`config.mk`:
```
export PLATFORM = sky130hd
export DESIGN_NAME = cal_bank
export DESIGN_NICKNAME = d
export VERILOG_FILES = /design/src/rtl/cal_bank.sv
export SDC_FILE = /design/constraint.sdc
export NUM_CORES = 1
export LEC_CHECK = 0
export BUFFER_PORTS_ARGS = -buffer_cell sky130_fd_sc_hd__buf_2
export CORE_ASPECT_RATIO = 0.9
export CORE_MARGIN = 2
export CORE_UTILIZATION = 35
export DETAILED_ROUTE_END_ITERATION = 7
export HOLD_SLACK_MARGIN = 0.06
export PLACE_DENSITY = 0.56
export SLEW_MARGIN = 30
export SYNTH_ARGS = -nofsm -noshare
export SYNTH_HDL_FRONTEND = slang
export SYNTH_SLANG_ARGS = --single-unit
```
`constraint.sdc`:
```
create_clock -name clk -period 2.8 [get_ports clk]
set_input_delay 0.28 -clock clk [delete_from_list [all_inputs] [get_ports clk]]
set_output_delay 0.28 -clock clk [all_outputs]
set_load 0.01 [all_outputs]
```
`src/rtl/cal_bank.sv`:
```
module cal_bank #(
  parameter int DW    = 16,
  parameter int VW    = 14,
  parameter int NTRIM = 8
) (
  input  logic          clk,
  input  logic          rst_n,
  input  logic          ctl_we,
  input  logic [1:0]    ctl_subset,
  input  logic [1:0]    ctl_rdsel,
  input  logic          bus_wr,
  input  logic          bus_rd,
  input  logic          byte_mode,
  input  logic          hi_byte,
  input  logic [DW-1:0] wdata,
  output logic [DW-1:0] rdata,
  input  logic          eng_we,
  input  logic [3:0]    eng_idx,
  input  logic [VW-1:0] eng_data,
  output logic          wrap
);
  localparam int NREG = NTRIM + 2;
  localparam int PW   = $clog2(NREG);
  localparam int BW   = DW / 2;
  localparam logic [PW-1:0] GAIN = '0;
  localparam logic [PW-1:0] OFFS = PW'(1);
  localparam logic [VW-1:0] MID  = VW'(1) << (VW - 1);

  logic [VW-1:0] regs [NREG];
  logic [1:0]    subset_q, rdsel_q;
  logic [PW-1:0] ptr;
  logic [BW-1:0] stage;
  logic          wrap_q;

  function automatic logic [PW-1:0] start_of(input logic [1:0] s);
    return (s == 2'b10) ? OFFS : GAIN;
  endfunction

  function automatic logic [PW-1:0] last_of(input logic [1:0] s);
    case (s)
      2'b00:   return PW'(NREG - 1);
      2'b01:   return OFFS;
      2'b10:   return OFFS;
      default: return GAIN;
    endcase
  endfunction

  wire [PW-1:0] start_idx = start_of(subset_q);
  wire [PW-1:0] last_idx  = last_of(subset_q);
  wire host_ok  = !ctl_we && !eng_we;
  wire rd_ok    = bus_rd && (rdsel_q == 2'b10);
  wire complete = host_ok && (bus_wr || rd_ok) && (!byte_mode || hi_byte);
  wire store    = host_ok && bus_wr && (!byte_mode || hi_byte);
  wire stage_we = host_ok && bus_wr && byte_mode && !hi_byte;
  wire [VW-1:0] host_word = byte_mode ? {wdata[VW-BW-1:0], stage} : wdata[VW-1:0];

  wire [DW-1:0] word     = {{(DW-VW){1'b0}}, regs[ptr]};
  wire [DW-1:0] cal_word = (rdsel_q == 2'b10) ? word : '0;
  assign rdata = !byte_mode ? cal_word :
                 hi_byte    ? {{BW{1'b0}}, cal_word[DW-1:BW]} :
                              {{BW{1'b0}}, cal_word[BW-1:0]};
  assign wrap = wrap_q;

  always_ff @(posedge clk or negedge rst_n) begin
    if (!rst_n) begin
      for (int i = 0; i < NREG; i++) regs[i] <= (i < 2) ? MID : '0;
    end else if (eng_we) begin
      if (int'(eng_idx) < NREG) regs[eng_idx] <= eng_data;
    end else if (store) begin
      regs[ptr] <= host_word;
    end
  end

  always_ff @(posedge clk or negedge rst_n) begin
    if (!rst_n) begin
      subset_q <= 2'b00;
      rdsel_q  <= 2'b00;
      ptr      <= GAIN;
      stage    <= '0;
      wrap_q   <= 1'b0;
    end else begin
      wrap_q <= 1'b0;
      if (stage_we) stage <= wdata[BW-1:0];
      if (ctl_we) begin
        subset_q <= ctl_subset;
        rdsel_q  <= ctl_rdsel;
        ptr      <= start_of(ctl_subset);
      end else if (complete) begin
        if (ptr == last_idx) begin
          ptr    <= start_idx;
          wrap_q <= 1'b1;
        end else begin
          ptr <= ptr + 1'b1;
        end
      end
    end
  end


  ptr_in_subset_chk: assert property (@(posedge clk) disable iff (!rst_n)
    ptr >= start_idx && ptr <= last_idx);

  ctl_restart_chk: assert property (@(posedge clk) disable iff (!rst_n)
    ctl_we |=> ptr == start_idx);

  wrap_at_start_chk: assert property (@(posedge clk) disable iff (!rst_n)
    wrap |-> ptr == start_idx);

  low_byte_hold_chk: assert property (@(posedge clk) disable iff (!rst_n)
    (!ctl_we && byte_mode && !hi_byte) |=> $stable(ptr));

  engine_priority_chk: assert property (@(posedge clk) disable iff (!rst_n)
    (eng_we && !ctl_we) |=> ($stable(ptr) && !wrap));

  lead_zero_chk: assert property (@(posedge clk) disable iff (!rst_n)
    !byte_mode |-> rdata[DW-1:VW] == '0);
endmodule

```
==> results of run 1 <==
[path summary, 6_finish.rpt]
| check | depth (start not counted) | slack, ns | to | from |
|---|---|---|---|---|
| worst max-delay path | 6 | 0.04 | rdata[3] | ptr[3] |
| worst min-delay path | 3 | 0.08 | subset_q[1] | ctl_subset[1] |
| worst max register to register | 8 | 0.40 | regs[20] | ptr[1] |
| worst min register to register | 1 | 0.50 | regs[104] | regs[104] |
| max in group asynchronous | 3 | 1.65 | regs[125] | rst_n |
| min in group asynchronous | 2 | 0.39 | regs[58] | rst_n |
[cell families after synthesis]
| group | Yosys count |
|---|---|
| fa+ha+maj | 4 |
| mux | 226 |
| compound gates | 198 |
| flops | 157 |
| xor+xnor | 1 |
| simple gates | 111 |
| other cells | 1 |
| buf+inv | 65 |
[layout make-up]
class	count	area, sq um	area share
multi-input cells	542	4960	0.460
flip-flops and latches	157	3940	0.365
repair buffers	121	887	0.0822
clock buffers	20	457	0.0423
well taps	348	435	0.0403
clock inverters	12	100	0.00928
inverters	4	15.0	0.00139
[tightest hold or removal path, delay by kind of cell]
| family | cells | cell delay (ns) |
|---|---|---|
| buffers and inverters | 1 | 0.08 |
| and+or+nand+nor | 1 | 0.06 |
| AOI/OAI and AO/OA | 1 | 0.06 |
[cells in the final DEF (no fill, tap or decap), types with 4 or more instances in the layout]
master and n:
sky130_fd_sc_hd__o21ai_0 8, sky130_fd_sc_hd__nor2_4 4, sky130_fd_sc_hd__nor2_1 17, sky130_fd_sc_hd__a21oi_4 6, sky130_fd_sc_hd__nand3_1 5, sky130_fd_sc_hd__nand2_1 25, sky130_fd_sc_hd__buf_12 9, sky130_fd_sc_hd__a211oi_2 8
sky130_fd_sc_hd__a21oi_1 4, sky130_fd_sc_hd__mux4_2 16, sky130_fd_sc_hd__buf_4 52, sky130_fd_sc_hd__inv_1 4, sky130_fd_sc_hd__a211oi_1 9, sky130_fd_sc_hd__mux2_2 115, sky130_fd_sc_hd__inv_6 4, sky130_fd_sc_hd__buf_2 57
sky130_fd_sc_hd__dfrtp_1 152, sky130_fd_sc_hd__o2bb2ai_1 14, sky130_fd_sc_hd__or2_2 15, sky130_fd_sc_hd__mux2_4 40, sky130_fd_sc_hd__mux2i_1 55, sky130_fd_sc_hd__nand3b_1 8, sky130_fd_sc_hd__ha_1 4, sky130_fd_sc_hd__nor2b_1 4
sky130_fd_sc_hd__o22ai_1 139, sky130_fd_sc_hd__clkbuf_16 17
[what timing repair did]
item,in CTS,in global routing
setup endpoints to repair,10,6
hold buffers,2,0
setup buffers,1,0
resized for setup,4,7
endpoints found under the hold margin,66,0
[sequential cells by signal (all words and copies together), names as in the netlist]
signal and count:
stage 8, wrap 1, subset_q 2, regs 140, rdsel_q 2, ptr 4
[layer usage]
| layer | vias to the layer above | share of wire | GRT usage |
|---|---|---|---|
| met1 | 3724 | 0.48 | 0.326 |
| met4 | 0 | 0.026 | 0.0770 |
| li1 | 3130 | - | - |
| met5 | - | 0 | 0 |
| met3 | 43 | 0.066 | 0.0399 |
| met2 | 307 | 0.43 | 0.323 |
[stage by stage]
| stage | setup slack [ns] | power [uW] | hold WS (ns) | instance area [sq um] | setup TNS (ns) |
|---|---|---|---|---|---|
| after global routing | 0.0226 | 5910 | 0.0697 | 10800 | 0 |
| after global placement | 0.332 | 3430 | 0.356 | 10200 | 0 |
| after CTS | -0.00299 | 5720 | 0.0646 | 10800 | -0.00299 |
| final | 0.0449 | 5700 | 0.0756 | 10800 | 0 |
| after floorplan | 0.315 | 3050 | -0.0156 | 9220 | 0 |
| after detailed placement | 0.316 | 3440 | 0.347 | 10200 | 0 |
[power breakdown]
group	leakage [uW]	internal (uW)	total [uW]	switching (uW)
logic	0.00212	409	955	545
registers	0.00214	2410	2480	75.0
clock network	0.000272	1200	2260	1060
total	0.00453	4020	5700	1680
==> summary.log, run 1 <==
[floorplanning] Die Span Y 158 microns
[global_route] number of antenna violations at the first check in global routing 0
[critical_path] maximum cell stage delay along the critical path 0.54 ns
[yosys] parity-gate share of the synthesized area counting xor and xnor cells 0.000951
[clock_tree] Skew-Pair Late Insertion Delay 0.45 ns
[finish] Core Util, Final 0.415
[critical_path] maximum fanout along the worst path 15
[yosys] largest family of logic cells by synthesized area multiplexers
[floorplanning] Initial Util 0.354
[status] outcome finished clean
[yosys] number of warning messages in the yosys log 0
[power] total power density per cell area 528 nW/um^2
[global_route] remaining global-route overflow 0
[detailed_routing] DRT Pass-1 Iters 7
[floorplanning] IO Pins 63
[critical_path] Critical-path top delay cell sky130_fd_sc_hd__or3b_2
[detailed_routing] Vias/cell 5.98
[detailed_routing] initial drt markers 700
[critical_path] required time at the worst-slack endpoint 2.52 ns
[clock_tree] buffer depth of the longest clock path 2
[critical_path] cell type group with the largest total delay on the critical path compound AO/OA/AOI/OAI gates
[yosys] Cell Area, Synth 9210 sq um
[clock_tree] CTS Root Cell sky130_fd_sc_hd__clkbuf_16
[placed_design] detailed placement HPWL 20,700 microns
[timing] number of pins exceeding their max-slew limit in the final report 0
[global_route] GRT Util Overall 0.221
[yosys] Yosys cell types 60
[timing] worst slew pin tran 0.946 ns
[critical_path] series of cell instances along the critical path buf_4 -> or3b_2 -> o22ai_1 -> a211oi_1 -> a211oi_1 -> buf_2
[yosys] Synth Area in Compound Gates 0.150
[global_route] vias in the first global route 7,097
[critical_path] combined buffer and inverter count along the critical path 2
[timing] final period utilization 0.984
[placed_design] RePlAce Congestion 0.907
[yosys] top area cells in the synthesized netlist sky130_fd_sc_hd__dfrtp_1 (42%), sky130_fd_sc_hd__mux2_2 (14%), sky130_fd_sc_hd__o22ai_1 (9.4%)
[yosys] sequential fraction of the synthesis area 0.427
[critical_path] Setup Crit Path Kind reg -> out
[yosys] library cell with the largest summed area after synthesis sky130_fd_sc_hd__dfrtp_1
[clock_tree] number of levels the H-tree was split into 4
[power] maximum ir drop on the vdd rail 0.477 mV
[yosys] cell with the most instances after synthesis sky130_fd_sc_hd__dfrtp_1
[yosys] fraction of the mapped netlist area in adder cells 0.00543
[placed_design] total of buffers placed on input and output ports 58
[floorplanning] area of the die 27,600 sq um
[timing] max frequency 0.363 GHz
[critical_path] endpoint type of the worst setup path primary output
[finish] area overhead of the layout relative to synthesis 17.1%
[clock_tree] post-CTS clock slew at the launch and capture registers of the worst setup and hold paths 0.06 ns
[floorplanning] Die X 175 microns
[clock_tree] clock tree from TritonCTS done
[detailed_routing] Post-Route WL 29,600 microns
[detailed_routing] post-DR wirelength/cell 24.6 microns
[yosys] gate count of the mapped netlist 763
[timing] unrepaired setup endpoints after global routing no
[finish] ANT cells 0
[detailed_routing] # DRC 0
[placed_design] Cells after DPL 1,169
[yosys] simple-gate area share of the yosys netlist 0.0724
[floorplanning] number of placement rows 56
[flow_run] max-capacitance violation count 0
[timing] minimum period implied by the final worst setup slack 2.76 ns
[critical_path] kind of launch point of the worst setup path register
[yosys] Synth top cells by count sky130_fd_sc_hd__dfrtp_1 (155), sky130_fd_sc_hd__o22ai_1 (139), sky130_fd_sc_hd__mux2_2 (115)
[critical_path] cell occurring most often along the worst timing path sky130_fd_sc_hd__a211oi_1
[finish] filler cell count 2,464
[yosys] Yosys reg bits 157
[finish] share of layout cells above drive strength 1 0.426
[power] standby leakage power 0.00453 uW
[clock_tree] cts bufs inserted 17
[global_route] pin count of the biggest net entering global routing 68
[yosys] mean instance size in the synthesized netlist 12.1 sq um
[yosys] multiplexer share of the synthesized area 0.305
[floorplanning] placeable core region 26,000 sq um
[critical_path] CP Data Arrival Time 2.48 ns
[finish] fin nets 893
[timing] max_slew headroom 0.369
[timing] Fin Clk Skew 0.0116 ns
[yosys] count of flip-flops with a built-in enable after synthesis 0
[worst_hold_path] type of the tightest min-delay check in -> reg
[timing] number of hold violations in the final report 0
[yosys] fraction of registers with async set or reset after synthesis 1.00
[yosys] Yosys top cell area share 0.421
[finish] count of non-filler cells in the finished layout 1,204
[clock_tree] clock sinks 157
[yosys] ys flop type sky130_fd_sc_hd__dfrtp_1
[detailed_routing] number of vias after detailed routing 7,204
[timing] number of endpoints failing setup at the final stage 0
[global_route] global-route wire length before repair 45,200 microns
[detailed_routing] DRT antenna net count 0
Power figures use the tool's default switching activity.
==> inputs of run 2 (changes only) <==
--- a/config.mk
+++ b/config.mk
@@ -6,9 +6,9 @@
 export NUM_CORES = 1
 export LEC_CHECK = 0
 export BUFFER_PORTS_ARGS = -buffer_cell sky130_fd_sc_hd__buf_2
-export CORE_ASPECT_RATIO = 0.9
 export CORE_MARGIN = 2
 export CORE_UTILIZATION = 35
+export CTS_BUF_LIST = sky130_fd_sc_hd__clkbuf_8 sky130_fd_sc_hd__clkbuf_16
 export DETAILED_ROUTE_END_ITERATION = 7
 export HOLD_SLACK_MARGIN = 0.06
 export PLACE_DENSITY = 0.56
==> run 2 against run 1 <==
Hold slack better by 0.010 ns. Sequential share of layout area down 0.22 points. Flip-flop and latch count unchanged. Non-clock buffer count up 7. Highest routed layer unchanged. Cell area up 0.61%. Utilization up 0.27 points.
==> summary.log, run 2 (same netlist as run 1, synthesis figures left out) <==
[status] outcome finished clean
[critical_path] CP Data Arrival Time 2.50 ns
[clock_tree] buffer depth of the longest clock path 2
[detailed_routing] number of vias after detailed routing 7,236
[timing] number of endpoints failing setup at the final stage 0
[clock_tree] number of levels the H-tree was split into 4
[critical_path] cell type group with the largest total delay on the critical path buffers and inverters
[finish] area overhead of the layout relative to synthesis 17.9%
[power] total power density per cell area 534 nW/um^2
[global_route] number of antenna violations at the first check in global routing 0
[global_route] pin count of the biggest net entering global routing 76
[finish] most flop-heavy register regs
[global_route] GRT Util Overall 0.220
[finish] filler cell count 2,502
[placed_design] detailed placement HPWL 20,200 microns
[clock_tree] clock tree from TritonCTS done
[detailed_routing] Vias/cell 6.05
[floorplanning] placeable core region 26,000 sq um
[critical_path] endpoint type of the worst setup path primary output
[global_route] vias in the first global route 7,275
[critical_path] Setup Crit Path Kind reg -> out
[flow_run] max-capacitance violation count 0
[critical_path] combined buffer and inverter count along the critical path 3
[placed_design] RePlAce Congestion 0.834
[finish] highest-count cells in the layout ignoring fill and taps sky130_fd_sc_hd__dfrtp_1 (152), sky130_fd_sc_hd__o22ai_1 (138), sky130_fd_sc_hd__mux2_2 (115)
[critical_path] kind of launch point of the worst setup path register
[timing] Fin Clk Skew 0.00981 ns
[power] maximum ir drop on the vdd rail 0.318 mV
[detailed_routing] post-DR wirelength/cell 25.4 microns
[floorplanning] IO Pins 63
[finish] combined flip-flop and latch cell area 3940 sq um
[floorplanning] area of the die 27,600 sq um
[power] standby leakage power 0.00458 uW
[floorplanning] number of placement rows 59
[timing] max frequency 0.360 GHz
[detailed_routing] initial drt markers 658
[worst_hold_path] type of the tightest min-delay check in -> reg
[critical_path] cell occurring most often along the worst timing path sky130_fd_sc_hd__a211oi_2
[timing] Worst Hold Slack 0.0860 ns
[global_route] global-route wire length before repair 45,900 microns
[timing] number of hold violations in the final report 0
[floorplanning] Initial Util 0.355
[global_route] remaining global-route overflow 0
[detailed_routing] Post-Route WL 30,300 microns
[clock_tree] CTS Root Cell sky130_fd_sc_hd__clkbuf_16
[detailed_routing] # DRC 0
[finish] fin nets 900
[finish] number of flip-flops in the largest register 140
[finish] share of layout cells above drive strength 1 0.433
[finish] total area of multi-input combinational cells 4970 sq um
[finish] ANT cells 0
[placed_design] instance area at placement 10,200 sq um
[detailed_routing] routed length on met1 13,600 microns
[power] Total Power 5800 uW
[timing] minimum period implied by the final worst setup slack 2.78 ns
[detailed_routing] DRT antenna net count 0
[clock_tree] post-CTS clock slew at the launch and capture registers of the worst setup and hold paths 0.06 ns
[timing] max_slew headroom 0.497
[detailed_routing] DRT Pass-1 Iters 5
[critical_path] series of cell instances along the critical path buf_12 -> mux2i_1 -> o22ai_1 -> a211oi_2 -> a211oi_2 -> buf_4 -> buf_2
[finish] final non-filler cell area 10,900 sq um
[floorplanning] Die Span Y 166 microns
[finish] largest registers regs: 140 flops, stage: 8 flops, ptr: 4 flops
[timing] final period utilization 0.993
[placed_design] total of buffers placed on input and output ports 58
[critical_path] maximum cell stage delay along the critical path 0.51 ns
[clock_tree] clock sinks 157
[timing] unrepaired setup endpoints after global routing yes
[detailed_routing] Met3 Wirelength 2120 microns
[critical_path] Critical-path top delay cell sky130_fd_sc_hd__dfrtp_2
[clock_tree] Skew-Pair Late Insertion Delay 0.44 ns
[critical_path] maximum fanout along the worst path 31
[timing] worst slew pin tran 0.733 ns
[finish] most common cell after layout, fill and taps aside sky130_fd_sc_hd__dfrtp_1
[timing] number of pins exceeding their max-slew limit in the final report 0
[floorplanning] Die X 166 microns
[clock_tree] cts bufs inserted 17
[detailed_routing] met2 routed WL 13,800 microns
[critical_path] required time at the worst-slack endpoint 2.52 ns
[detailed_routing] uppermost layer routed met4
[run 2: final cells by class]
class,count,area share
clock buffers,19,0.0417
clock inverters,12,0.0127
inverters,4,0.00138
multi-input cells,542,0.458
flip-flops and latches,157,0.362
well taps,335,0.0386
repair buffers,128,0.0854
[run 2: repair_timing]
action | in CTS | in global routing
hold endpoints to repair | 42 | 0
gates cloned | 0 | 0
endpoints found under the setup margin | 7 | 5
hold buffers | 2 | 0
resized for setup | 8 | 6
pin swaps | 0 | 0
buffers inserted | 0 | 2
[run 2: metrics by stage]
stage	std cells	setup TNS, ns	setup slack [ns]	util
2_1_floorplan	764	0	0.315	-
3_3_place_gp	1162	0	0.345	0.392
3_5_place_dp	1162	0	0.319	0.392
4_1_cts	1195	0	0.000391	0.416
5_1_grt	1197	-0.0217	-0.0180	0.418
6_report	1197	0	0.0199	0.418
[run 2: metal layers]
metal | track usage | up-vias
met3 | 0.0388 | 62
li1 | - | 3146
met5 | 0 | -
met4 | 0.0750 | 0
met1 | 0.316 | 3700
met2 | 0.336 | 328
[run 2: path summary, 6_finish.rpt]
path	from	end	slack, ns	cells after the start
max	ptr[1]	rdata[1]	0.02	7
min	ctl_rdsel[1]	rdsel_q[1]	0.09	2
max reg2reg	ptr[0]	regs[23]	0.40	8
min reg2reg	regs[71]	regs[71]	0.50	1
max in group asynchronous	rst_n	regs[105]	1.56	3
min in group asynchronous	rst_n	regs[86]	0.34	2
[run 2: where the power goes]
part	internal, uW	total (uW)	leakage (uW)	switching (uW)
registers	2410	2480	0.00214	74.3
clock network	1370	2370	0.000286	1010
logic	409	945	0.00216	536
total	4180	5800	0.00458	1620
==> inputs of run 3 (changes only) <==
--- a/config.mk
+++ b/config.mk
@@ -5,6 +5,7 @@
 export SDC_FILE = /design/constraint.sdc
 export NUM_CORES = 1
 export LEC_CHECK = 0
+export ABC_AREA = 1
 export BUFFER_PORTS_ARGS = -buffer_cell sky130_fd_sc_hd__buf_2
 export CORE_MARGIN = 2
 export CORE_UTILIZATION = 35
==> run 3 against run 2 <==
Total power up 16%. Clock skew about the same. Synthesized cell count up 80%. Flip-flop and latch count unchanged. Synthesized area up 1.9%. Critical path type unchanged.
==> summary.log, run 3 <==
[status] outcome finished clean
[timing] number of hold violations in the final report 0
[timing] unrepaired setup endpoints after global routing no
[power] maximum ir drop on the vdd rail 0.358 mV
[global_route] GRT Util Overall 0.244
[floorplanning] Die X 168 microns
[clock_tree] CTS Root Cell sky130_fd_sc_hd__clkbuf_16
[finish] ANT cells 0
[yosys] top area cells in the synthesized netlist sky130_fd_sc_hd__dfrtp_1 (41%), sky130_fd_sc_hd__nand2_1 (19%), sky130_fd_sc_hd__o22ai_1 (9.3%)
[clock_tree] clock sinks 157
[critical_path] kind of launch point of the worst setup path register
[critical_path] maximum fanout along the worst path 14
[placed_design] Cells after DPL 1,729
[finish] most common cell after layout, fill and taps aside sky130_fd_sc_hd__nand2_1
[clock_tree] cts bufs inserted 17
[floorplanning] Die Span Y 168 microns
[global_route] vias in the first global route 9,130
[worst_hold_path] type of the tightest min-delay check in -> reg
[detailed_routing] DRT Pass-1 Iters 5
[finish] fin nets 1,466
[critical_path] maximum cell stage delay along the critical path 0.62 ns
[finish] most flop-heavy register regs
[timing] max frequency 0.391 GHz
[global_route] remaining global-route overflow 0
[finish] share of layout cells above drive strength 1 0.105
[critical_path] series of cell instances along the critical path inv_1 -> nor2_1 -> buf_4 -> nand2_1 -> nand3_1 -> nor2_1 -> nor2_1 -> buf_2
[placed_design] detailed placement HPWL 22,600 microns
[clock_tree] # Post-CTS Setup Buffers 0
[critical_path] CP Data Arrival Time 2.28 ns
[timing] worst slew pin tran 0.674 ns
[yosys] Cell Area, Synth 9390 sq um
[clock_tree] post-CTS clock slew at the launch and capture registers of the worst setup and hold paths 0.07 ns
[power] total power density per cell area 629 nW/um^2
[flow_run] max-capacitance violation count 0
[finish] highest-count cells in the layout ignoring fill and taps sky130_fd_sc_hd__nand2_1 (482), sky130_fd_sc_hd__inv_1 (190), sky130_fd_sc_hd__dfrtp_1 (154)
[detailed_routing] initial drt markers 1,030
[timing] max_slew headroom 0.550
[finish] total area of multi-input combinational cells 4370 sq um
[timing] Final TNS setup 0 ns
[timing] number of pins exceeding their max-slew limit in the final report 0
[critical_path] cell occurring most often along the worst timing path sky130_fd_sc_hd__nor2_1
[detailed_routing] DRT antenna net count 0
[yosys] library cell with the largest summed area after synthesis sky130_fd_sc_hd__dfrtp_1
[timing] final period utilization 0.914
[detailed_routing] Vias/cell 5.37
[floorplanning] Initial Util 0.358
[finish] count of non-filler cells in the finished layout 1,764
[yosys] sequential fraction of the synthesis area 0.419
[global_route] global-route wire length before repair 52,700 microns
[global_route] pin count of the biggest net entering global routing 59
[clock_tree] Skew-Pair Late Insertion Delay 0.44 ns
[floorplanning] placeable core region 26,200 sq um
[detailed_routing] # DRC 0
[yosys] count of flip-flops with a built-in enable after synthesis 0
[clock_tree] buffer depth of the longest clock path 2
[yosys] Yosys reg bits 157
[critical_path] Setup Crit Path Kind reg -> out
[timing] number of endpoints failing setup at the final stage 0
[floorplanning] IO Pins 63
[yosys] cell with the most instances after synthesis sky130_fd_sc_hd__nand2_1
[global_route] number of antenna violations at the first check in global routing 0
[critical_path] combined buffer and inverter count along the critical path 3
[finish] largest registers regs: 140 flops, stage: 8 flops, ptr: 4 flops
[detailed_routing] number of vias after detailed routing 9,481
[timing] Worst Hold Slack 0.0738 ns
[yosys] ys flop type sky130_fd_sc_hd__dfrtp_1
[finish] number of flip-flops in the largest register 140
[critical_path] cell type group with the largest total delay on the critical path flip-flops
[clock_tree] number of levels the H-tree was split into 4
[power] standby leakage power 0.00521 uW
[finish] combined flip-flop and latch cell area 3930 sq um
[yosys] Yosys top cell area share 0.413
[floorplanning] number of placement rows 59
[placed_design] RePlAce Congestion 0.888
[detailed_routing] post-DR wirelength/cell 19.0 microns
[critical_path] required time at the worst-slack endpoint 2.52 ns
[detailed_routing] Post-Route WL 33,500 microns
[yosys] gate count of the mapped netlist 1,376
[placed_design] total of buffers placed on input and output ports 58
[finish] area overhead of the layout relative to synthesis 13.8%
[floorplanning] area of the die 28,200 sq um
[critical_path] endpoint type of the worst setup path primary output
[clock_tree] clock tree from TritonCTS done
[yosys] Yosys cell types 28
[critical_path] Critical-path top delay cell sky130_fd_sc_hd__dfrtp_1
[yosys] Synth top cells by count sky130_fd_sc_hd__nand2_1 (482), sky130_fd_sc_hd__inv_1 (191), sky130_fd_sc_hd__dfrtp_1 (155)
[timing] minimum period implied by the final worst setup slack 2.56 ns
[yosys] number of warning messages in the yosys log 0
[yosys] mean instance size in the synthesized netlist 6.83 sq um
[yosys] fraction of registers with async set or reset after synthesis 1.00
[timing] Fin Clk Skew 0.00954 ns
[finish] filler cell count 2,814
==> run 3: cell types whose count changed after synthesis, sizes merged, moves of 16 or more <==
cell,before,now
nand2,25,484
a211oi,17,0
o21ai,9,173
mux2,155,0
nand3,5,79
inv,4,199
mux2i,55,0
mux4,16,0
or2,16,0
clkbuf,32,49
==> run 3: worst paths after layout <==
kind,start,end,slack [ns],cells past startpoint
min,ctl_subset[0],subset_q[0],0.07,3
max reg2reg,ptr[3],regs[92],0.57,7
max,ptr[3],rdata[5],0.24,8
min reg2reg,regs[58],regs[58],0.48,2
max in group asynchronous,rst_n,regs[63],1.67,3
min in group asynchronous,rst_n,regs[79],0.36,2
==> run 3: cell families after synthesis <==
logic type / count (synthesis) / share of synthesized area
AND/OR/NAND/NOR: 604 / 0.260
flip-flops: 157 / 0.419
XOR/XNOR: 2 / 0.00187
other: 1 / 0.000399
AO/OA/AOI/OAI: 330 / 0.198
buffers and inverters: 278 / 0.116
adder cells (fa/ha/maj): 4 / 0.00533
==> run 3: timing repair <==
action / CTS / global route
hold buffers: 3 / 0
gates resized for setup: 0 / 0
endpoints found under the hold margin: 47 / 0
==> run 3: worst min-delay path, cell delays in order <==
cell and delay [ns]:
sky130_fd_sc_hd__buf_2 0.09, sky130_fd_sc_hd__nand2_1 0.04, sky130_fd_sc_hd__o21ai_0 0.06
==> run 3: cell type report <==
cell class / count / area share
Inverter: 200 / 0.0702
Clock buffer: 17 / 0.0398
Timing Repair Buffer: 98 / 0.0612
Clock inverter: 15 / 0.0128
Tap cell: 335 / 0.0392
Sequential cell: 157 / 0.368
Multi-Input combinational cell: 942 / 0.409
==> run 3: per-stage QoR <==
stage	setup WS (ns)	utilization	power (uW)	area [sq um]
final	0.242	0.408	6720	10700
after global routing	0.0940	0.408	7090	10700
after CTS	0.238	0.408	6730	10700
after detailed placement	0.586	0.385	4440	10100
after global placement	0.629	0.385	4410	10100
after floorplan	0.592	-	3870	9400
==> run 3: metal layers <==
metal | global-route usage | vias up | part of all wire
li1 | - | 4545 | -
met1 | 0.333 | 4486 | 0.44
met2 | 0.378 | 403 | 0.45
met3 | 0.0654 | 47 | 0.087
met4 | 0.0749 | 0 | 0.024
met5 | 0 | - | 0
==> run 3: power by group <==
part           leakage [uW]  total (uW)  switching (uW)  internal, uW
Combinational       0.00291        1660            1140           518
Sequential          0.00203        2760             117          2650
Clock              0.000267        2300            1060          1240
